**config.mk**
```make
export PLATFORM = sky130hd
export DESIGN_NAME = gpio_bank
export DESIGN_NICKNAME = d
export VERILOG_FILES = /design/src/rtl/gpio_bank_pkg.sv /design/src/rtl/gpio_sync.sv /design/src/rtl/gpio_store.sv /design/src/rtl/gpio_readmux.sv /design/src/rtl/gpio_bank.sv
export SDC_FILE = /design/constraint.sdc
export NUM_CORES = 1
export LEC_CHECK = 0
export BUFFER_PORTS_ARGS = -buffer_cell sky130_fd_sc_hd__buf_4
export CORE_MARGIN = 10
export CORE_UTILIZATION = 55
export CTS_BUF_LIST = sky130_fd_sc_hd__clkbuf_4 sky130_fd_sc_hd__clkbuf_8
export DETAILED_ROUTE_END_ITERATION = 8
export PLACE_DENSITY = 0.95
export SLEW_MARGIN = 20
export SYNTH_ARGS = -nofsm -noshare
export SYNTH_HDL_FRONTEND = slang
export SYNTH_HIERARCHICAL = 1
export SYNTH_SLANG_ARGS = --single-unit
```
**constraint.sdc**
```tcl
create_clock -name clk -period 4.5 [get_ports clk]
set_clock_uncertainty 0.05 [all_clocks]
set_input_delay 1.125 -clock clk [delete_from_list [all_inputs] [get_ports clk]]
set_output_delay 1.125 -clock clk [all_outputs]
set_load 0.02 [all_outputs]
```
**src/rtl/gpio_bank_pkg.sv**
```systemverilog
// Shared types and offset functions for the GPIO register bank.
// Assumes: offsets fit in the bus address width chosen by the top.
package gpio_bank_pkg;

    typedef enum logic [1:0] {
        FLV_BIDIR    = 2'd0,
        FLV_IN_ONLY  = 2'd1,
        FLV_OUT_ONLY = 2'd2
    } flavor_e;

    // Offset of the line-mode register (bidirectional map only).
    function automatic int unsigned mode_offset(flavor_e f);
        return (f == FLV_BIDIR) ? 0 : 0;
    endfunction

    // Offset of the drive-value register.
    function automatic int unsigned drive_offset(flavor_e f);
        return (f == FLV_BIDIR) ? 1 : 0;
    endfunction

    // Offset of the sampled-level register.
    function automatic int unsigned sense_offset(flavor_e f);
        return (f == FLV_BIDIR) ? 2 : 0;
    endfunction

endpackage

```
**src/rtl/gpio_sync.sv**
```systemverilog
// Two-stage synchronizer for the pad levels.
// Assumes: each pad is a slow level, so per-bit sync is enough.
module gpio_sync #(
    parameter int WIDTH = 8
) (
    input  logic             clk,
    input  logic             rst_n,
    input  logic [WIDTH-1:0] async_in,
    output logic [WIDTH-1:0] sync_out
);

    logic [WIDTH-1:0] stage1_q;
    logic [WIDTH-1:0] stage2_q;

    // Shift the pad levels through two flops.
    always_ff @(posedge clk) begin
        if (!rst_n) begin
            stage1_q <= '0;
            stage2_q <= '0;
        end else begin
            stage1_q <= async_in;
            stage2_q <= stage1_q;
        end
    end

    assign sync_out = stage2_q;

    AST_SYNC_TWO_STAGE: assert property (@(posedge clk) disable iff (!rst_n)
        rst_n |=> stage2_q == $past(stage1_q));

endmodule

```
**src/rtl/gpio_store.sv**
```systemverilog
// Holds the writable registers (line mode, drive value) for one map.
// Assumes: one write strobe per cycle. A register the map lacks reads as
// zero and ignores writes.
module gpio_store #(
    parameter int WIDTH    = 8,
    parameter int ADDR_W   = 8,
    parameter bit HAS_MODE = 1'b1,
    parameter bit HAS_DRV  = 1'b1,
    parameter int MODE_OFF = 0,
    parameter int DRV_OFF  = 1
) (
    input  logic              clk,
    input  logic              rst_n,
    input  logic [ADDR_W-1:0] bus_addr,
    input  logic [WIDTH-1:0]  bus_wdata,
    input  logic              bus_wr,
    output logic [WIDTH-1:0]  mode_q,
    output logic [WIDTH-1:0]  drv_q
);

    localparam logic [ADDR_W-1:0] MODE_A = ADDR_W'(MODE_OFF);
    localparam logic [ADDR_W-1:0] DRV_A  = ADDR_W'(DRV_OFF);

    generate
        if (HAS_MODE) begin : g_mode
            // Load the line-mode register on a decoded write.
            always_ff @(posedge clk) begin
                if (!rst_n)
                    mode_q <= '0;
                else if (bus_wr && bus_addr == MODE_A)
                    mode_q <= bus_wdata;
            end

            AST_MODE_WRITE: assert property (@(posedge clk) disable iff (!rst_n)
                (bus_wr && bus_addr == MODE_A) |=> mode_q == $past(bus_wdata));
            AST_MODE_KEEP: assert property (@(posedge clk) disable iff (!rst_n)
                !(bus_wr && bus_addr == MODE_A) |=> $stable(mode_q));
        end else begin : g_no_mode
            assign mode_q = '0;
        end

        if (HAS_DRV) begin : g_drv
            // Load the drive-value register on a decoded write.
            always_ff @(posedge clk) begin
                if (!rst_n)
                    drv_q <= '0;
                else if (bus_wr && bus_addr == DRV_A)
                    drv_q <= bus_wdata;
            end

            AST_DRV_WRITE: assert property (@(posedge clk) disable iff (!rst_n)
                (bus_wr && bus_addr == DRV_A) |=> drv_q == $past(bus_wdata));
            AST_DRV_KEEP: assert property (@(posedge clk) disable iff (!rst_n)
                !(bus_wr && bus_addr == DRV_A) |=> $stable(drv_q));
        end else begin : g_no_drv
            assign drv_q = '0;
        end
    endgenerate

endmodule

```
**src/rtl/gpio_readmux.sv**
```systemverilog
// Decodes a read and registers the selected byte onto bus_rdata.
// Assumes: undefined offsets read as zero; data holds between reads.
module gpio_readmux #(
    parameter int WIDTH     = 8,
    parameter int ADDR_W    = 8,
    parameter bit HAS_MODE  = 1'b1,
    parameter bit HAS_DRV   = 1'b1,
    parameter bit HAS_SENSE = 1'b1,
    parameter int MODE_OFF  = 0,
    parameter int DRV_OFF   = 1,
    parameter int SENSE_OFF = 2
) (
    input  logic              clk,
    input  logic              rst_n,
    input  logic [ADDR_W-1:0] bus_addr,
    input  logic              bus_rd,
    input  logic [WIDTH-1:0]  mode_q,
    input  logic [WIDTH-1:0]  drv_q,
    input  logic [WIDTH-1:0]  sense_q,
    output logic [WIDTH-1:0]  bus_rdata
);

    localparam logic [ADDR_W-1:0] MODE_A  = ADDR_W'(MODE_OFF);
    localparam logic [ADDR_W-1:0] DRV_A   = ADDR_W'(DRV_OFF);
    localparam logic [ADDR_W-1:0] SENSE_A = ADDR_W'(SENSE_OFF);

    logic [WIDTH-1:0] sel_data;
    logic             hit;

    // Pick the byte addressed by the current offset.
    always_comb begin
        sel_data = '0;
        hit      = 1'b0;
        if (HAS_MODE && bus_addr == MODE_A) begin
            sel_data = mode_q;
            hit      = 1'b1;
        end else if (HAS_DRV && bus_addr == DRV_A) begin
            sel_data = drv_q;
            hit      = 1'b1;
        end else if (HAS_SENSE && bus_addr == SENSE_A) begin
            sel_data = sense_q;
            hit      = 1'b1;
        end
    end

    // Capture read data on a read strobe, hold otherwise.
    always_ff @(posedge clk) begin
        if (!rst_n)
            bus_rdata <= '0;
        else if (bus_rd)
            bus_rdata <= sel_data;
    end

    AST_RD_HOLD: assert property (@(posedge clk) disable iff (!rst_n)
        !bus_rd |=> $stable(bus_rdata));
    AST_UNDEF_READ_ZERO: assert property (@(posedge clk) disable iff (!rst_n)
        (bus_rd && !hit) |=> bus_rdata == '0);

    generate
        if (HAS_SENSE) begin : g_sense_chk
            AST_SENSE_READ: assert property (@(posedge clk) disable iff (!rst_n)
                (bus_rd && bus_addr == SENSE_A) |=> bus_rdata == $past(sense_q));
        end
    endgenerate

endmodule

```
**src/rtl/gpio_bank.sv**
```systemverilog
// Eight-line GPIO register bank with a build-time choice of register map:
// bidirectional, sense-only or drive-only.
// Assumes: single-cycle bus strobes; pad_in is asynchronous to clk.
module gpio_bank
    import gpio_bank_pkg::*;
#(
    parameter int      LINES  = 8,
    parameter int      ADDR_W = 8,
    parameter flavor_e FLAVOR = FLV_BIDIR
) (
    input  logic              clk,
    input  logic              rst_n,
    input  logic [ADDR_W-1:0] bus_addr,
    input  logic [LINES-1:0]  bus_wdata,
    input  logic              bus_wr,
    input  logic              bus_rd,
    output logic [LINES-1:0]  bus_rdata,
    input  logic [LINES-1:0]  pad_in,
    output logic [LINES-1:0]  pad_out,
    output logic [LINES-1:0]  pad_oe
);

    localparam bit HAS_MODE  = (FLAVOR == FLV_BIDIR);
    localparam bit HAS_DRV   = (FLAVOR != FLV_IN_ONLY);
    localparam bit HAS_SENSE = (FLAVOR != FLV_OUT_ONLY);
    localparam int MODE_OFF  = int'(mode_offset(FLAVOR));
    localparam int DRV_OFF   = int'(drive_offset(FLAVOR));
    localparam int SENSE_OFF = int'(sense_offset(FLAVOR));

    logic [LINES-1:0] mode_q;
    logic [LINES-1:0] drv_q;
    logic [LINES-1:0] sense_q;

    gpio_sync #(.WIDTH(LINES)) u_sync (
        .clk      (clk),
        .rst_n    (rst_n),
        .async_in (pad_in),
        .sync_out (sense_q)
    );

    gpio_store #(
        .WIDTH    (LINES),
        .ADDR_W   (ADDR_W),
        .HAS_MODE (HAS_MODE),
        .HAS_DRV  (HAS_DRV),
        .MODE_OFF (MODE_OFF),
        .DRV_OFF  (DRV_OFF)
    ) u_store (
        .clk       (clk),
        .rst_n     (rst_n),
        .bus_addr  (bus_addr),
        .bus_wdata (bus_wdata),
        .bus_wr    (bus_wr),
        .mode_q    (mode_q),
        .drv_q     (drv_q)
    );

    gpio_readmux #(
        .WIDTH     (LINES),
        .ADDR_W    (ADDR_W),
        .HAS_MODE  (HAS_MODE),
        .HAS_DRV   (HAS_DRV),
        .HAS_SENSE (HAS_SENSE),
        .MODE_OFF  (MODE_OFF),
        .DRV_OFF   (DRV_OFF),
        .SENSE_OFF (SENSE_OFF)
    ) u_rdmux (
        .clk       (clk),
        .rst_n     (rst_n),
        .bus_addr  (bus_addr),
        .bus_rd    (bus_rd),
        .mode_q    (mode_q),
        .drv_q     (drv_q),
        .sense_q   (sense_q),
        .bus_rdata (bus_rdata)
    );

    assign pad_out = drv_q;

    // Pick the output-enable source for the chosen map.
    generate
        if (FLAVOR == FLV_OUT_ONLY) begin : g_oe_all
            assign pad_oe = '1;
        end else begin : g_oe_mode
            assign pad_oe = mode_q;
        end
    endgenerate

    generate
        if (FLAVOR == FLV_IN_ONLY) begin : g_in_chk
            AST_IN_ONLY_NO_DRIVE: assert property (@(posedge clk) disable iff (!rst_n)
                bus_wr |=> (pad_oe == '0 && pad_out == '0));
        end
    endgenerate

endmodule

```
# [Word-level counts from Yosys, hierarchy flattened]
# Index checks and enable logic that the tools add are counted.
[word_totals] ff_bits=40 latchBits=0 ram_bits=0 romBits=0 in_bits=28 out_inout_bits=24 memories=0
[classes] add_sub_neg=0 multipliers=0 div_mod_pow=0 n_lt_le_gt_ge=0 eq_ne=2 shifts=0 muxes=3 n_bitwise=0 reduce_logical=3
[op_table] cell="8-bit two-way mux" count=3
[op_table] cell="8-bit by 1-bit == test with 1-bit output (second input constant)" count=1
[op_table] cell="8-bit by 2-bit == test with 1-bit output (second input constant)" count=1
[op_table] cell="8-bit logical NOT" count=1
[op_table] cell="1-bit logical AND" count=2

# [Longest topological paths before layout]
[depth] ltp_word=4 ltp_mapped=5 depth_no_buf=3

# [Hierarchy]
# Netlist, hierarchy kept.
[modules_own_cells] module="gpio_store" n_inst=1 cells_per_inst=64 area_each_um2=636.9 seq_area_each_um2=320.3
[modules_own_cells] module="gpio_readmux" n_inst=1 cells_per_inst=49 area_each_um2=483.0 seq_area_each_um2=160.2
[modules_own_cells] module="gpio_sync" n_inst=1 cells_per_inst=33 area_each_um2=446.7 seq_area_each_um2=320.3

# [Worst setup path before layout]
# OpenSTA, ideal clock, no wires.
[synth_timing] kind="input to register" startpoint="input bus_addr[1]" endpoint="register u_store.drv_q[0]" setup_time_ns=0.119 t_arrival_ns=2.291 required_ns=4.331 slack_ns=2.041 stages=4 path_buffers=1 path_cell_list="or4_1 > or3_1 > buf_6 > mux2i_1"
[synth_via] elab_chain_cells=2
[synth_lines] element="start, declared" line="gpio_bank.sv:13" rtl="input logic [ADDR_W-1:0] bus_addr,"
[synth_lines] element="8-bit by 1-bit == test with 1-bit output" line="gpio_store.sv:47" rtl="else if (bus_wr && bus_addr == DRV_A)"
[synth_lines] element="1-bit logical AND" line="gpio_store.sv:47"
[synth_lines] element="end signal, assigned" line="gpio_store.sv:48" rtl="drv_q <= bus_wdata;"
[synth_lines] element="end, declared" line="gpio_store.sv:18" rtl="output logic [WIDTH-1:0] drv_q"
# No other way between the ends.
# A chain may end at the register's enable or synchronous reset.

# [Worst setup path after layout]
[layout_timing] startpoint="input bus_addr[1]" endpoint="register u_store.drv_q[5]"
# The elaborated chain is that of the path after synthesis.

==> summary.md <==
| Metric | Value |
|---|---|
| Outcome | completed |
| DRT iter0 DRCs | 57 |
| CP Data Required Time | 4720 ps |
| Yosys Warn Count | 6 |
| Area Growth Syn to Fin | 26.8% |
| Grt total ovfl | 0 |
| Crit path capture type | flop |
| Final setup vio count | 0 |
| Final hold slack | 402 ps |
| Comb pwr share | 0.081 |
| WS Path Type | in -> reg |
| Area post-placement | 1920 um2 |
| Yosys cell types | 20 |
| Sequential share of the synthesized area | 0.511 |
| Pre-antenna DRT Iters | 4 |
| Final nets | 224 |
| Startpoint types | input port |
| Final Max Slew Viols | 0 |
| Placed Cells | 220 |
| PortBufs | 51 |
| Syn nets | 174 |
| Crit path max fanout | 10 |
| Met2 Resource Use GR | 0.275 |
| Pwr Total | 0.000604 W |
| DR vias | 1236 |
| Clock sink count | 40 |
| Initial antenna violation count | 0 |
| Arrival time of the worst setup path | 2710 ps |
| Final hold vios | 0 |
| Diode count | 0 |
| Core Box Area | 2730 um2 |
| M3 GR Usage | 0.0579 |
| # DRC | 0 |
| Total Routing Usage GR | 0.149 |
| Fin area | 1990 um2 |
| Leakage | 0.910 nW |
| NetSw | 0.000133 W |
| CTS tree | built |
| Flops & latches, synth | 40 |
| I/O Pins | 52 |
| Maximum VDD drop | 0.000298 V |
| Net Sw Frac | 0.221 |
| Routability congestion estimate | 0.815 |
| Number of global-route vias before repair | 1303 |
| Initial Util | 0.573 |
| CTS H-tree depth | 2 |
| Cell taking the most area after synthesis | dfxtp_1 |
| Gate count after technology mapping | 146 |
| Top cell type's share of synthesized area | 0.511 |
| Seq pwr share | 0.600 |
| Die area | 5380 um2 |
| Skew-Pair Late Insertion Delay | 350 ps |
| Period utilisation layout | 0.554 |
| Clk network pwr share | 0.319 |
| Final TNS setup | 0 ps |
| WL final | 3.88 mm |
| Post-CTS Setup Inserts | 0 |
| GRT Max-Usage Layer | met2 |
| Largest net degree at the start of global routing | 43 |
| RSZ-0062 raised after global routing | false |
| Pwr/cell area | 304 nW/um2 |
| MaxCap Viol Count | 0 |
| Minimum clock period after layout | 2490 ps |
| # rows | 19 |
| ANT nets after route | 0 |
| CTS buffer count | 5 |
| Largest cells by area after synthesis | dfxtp_1 (51%), mux2i_1 (15%), nand2_1 (7.7%) |
| M1 GR Usage | 0.134 |
| Die W | 73.4 um |
| Placed wire-length estimate | 3.09 mm |
| Fmax | 401 MHz |
| Post-CTS Resized | 0 |
| Internal power | 0.000471 W |
| Syn Std Cell Area | 1570 um2 |
| Share of cells above drive strength 1 | 0.391 |
| Fin cells | 228 |
| Max-Slew Margin vs Limit | 0.621 |
| CTS max path bufs | 2 |
| First-pass GRT wire length | 6.16 mm |
| Synthesized area per cell | 10.7 um2 |
| Die extent in y | 73.4 um |
| Vias per std cell | 5.42 |
| Reg clk slew, reported paths | 120 ps |
| Worst-Margin Slew | 567 ps |
| Post-CTS Hold Buffers | 0 |
| Hold Crit Class | reg -> reg |
| Layout fillers | 194 |
| Clock Tree Root | clkbuf_4 |
| WL/cell | 17.0 um |
## area by class of cell
| cell class | count | area, um2 | share of cell area |
|---|---|---|---|
| Tap cell | 31 | 38.8 | 0.0195 |
| Clock buffer | 7 | 58.8 | 0.0296 |
| Multi-Input combinational cell | 97 | 694 | 0.349 |
| Clock inverter | 1 | 7.51 | 0.00378 |
| Inverter | 1 | 3.75 | 0.00189 |
| Timing Repair Buffer | 51 | 383 | 0.193 |
| Sequential cell | 40 | 801 | 0.403 |
## cells by family (layout without fill, tap and decap cells)
group,Yosys count,after routing,synth area share
flip-flops,40,40,0.511
AO/OA/AOI/OAI,16,16,0.0703
AND/OR/NAND/NOR,57,57,0.220
multiplexers,24,24,0.153
buffers and inverters,9,60,0.0455
## worst paths after layout
path	slack (ps)	cells after the start	endpoint	start
setup reg to reg	3480	3	u_rdmux/bus_rdata[5]	u_store/mode_q[5]
hold reg to reg	400	2	u_rdmux/bus_rdata[6]	u_rdmux/bus_rdata[6]
setup / recovery	2010	4	u_store/drv_q[5]	bus_addr[1]
hold / removal	400	2	u_rdmux/bus_rdata[6]	u_rdmux/bus_rdata[6]
## sequential cells by signal, summed over array words and instances (netlist names)
register	flops
u_rdmux/bus_rdata	8
u_store/drv_q	8
u_store/mode_q	8
u_sync/stage1_q	8
u_sync/sync_out	8
## per-layer routing
| metal | part of all wire | wire length [um] |
|---|---|---|
| met2 | 0.54 | 2110 |
| met4 | 0.043 | 168 |
| met3 | 0.069 | 267 |
| met5 | 0 | 0 |
| met1 | 0.34 | 1330 |
## cell usage after synthesis, drive strengths merged
library cell and count:
or4b 1, nand2 33, nor2b 2, or3 1, a2bb2oi 8, nor4b 2, buf 6, mux2i 24
nor3 1, dfxtp 40, and2 16, o21ai 8, or4 1, clkbuf 2, inv 1
## critical path, cell delays in order
cell and delay, ps:
buf_4 170, or4_1 590, or3_1 550, mux2i_1 260
## through the flow
step                setup slack (ps)  utilization
finish                          2010        0.727
global route                    2010        0.727
CTS                             2050        0.727
detailed placement              1670        0.703
global placement                1730        0.703
floorplan                       2040            -
## placed cells by master (no fill, tap or decap)
master / n
and2_2: 12
nor4b_2: 1
nand2_1: 32
inv_1: 1
nor4b_4: 1
nand2_2: 1
clkbuf_8: 1
nor3_4: 1
nor2b_4: 1
o21ai_1: 8
or4_1: 1
or4b_4: 1
clkinvlp_4: 1
a2bb2oi_1: 8
nor2b_1: 1
and2_1: 4
buf_4: 51
or3_1: 1
dfxtp_1: 40
mux2i_1: 24
clkbuf_4: 6
## power groups by stage
| stage | sequential (W) | combinational [W] | clock (W) |
|---|---|---|---|
| global placement | 0.000370 | 0.0000463 | 0 |
| floorplan | 0.000370 | 0.0000270 | 0 |
| global route | 0.000363 | 0.0000533 | 0.000215 |
| finish | 0.000362 | 0.0000491 | 0.000193 |
| detailed placement | 0.000371 | 0.0000488 | 0 |
| CTS | 0.000363 | 0.0000491 | 0.000196 |
No activity file was read; power rests on OpenSTA's default activity.
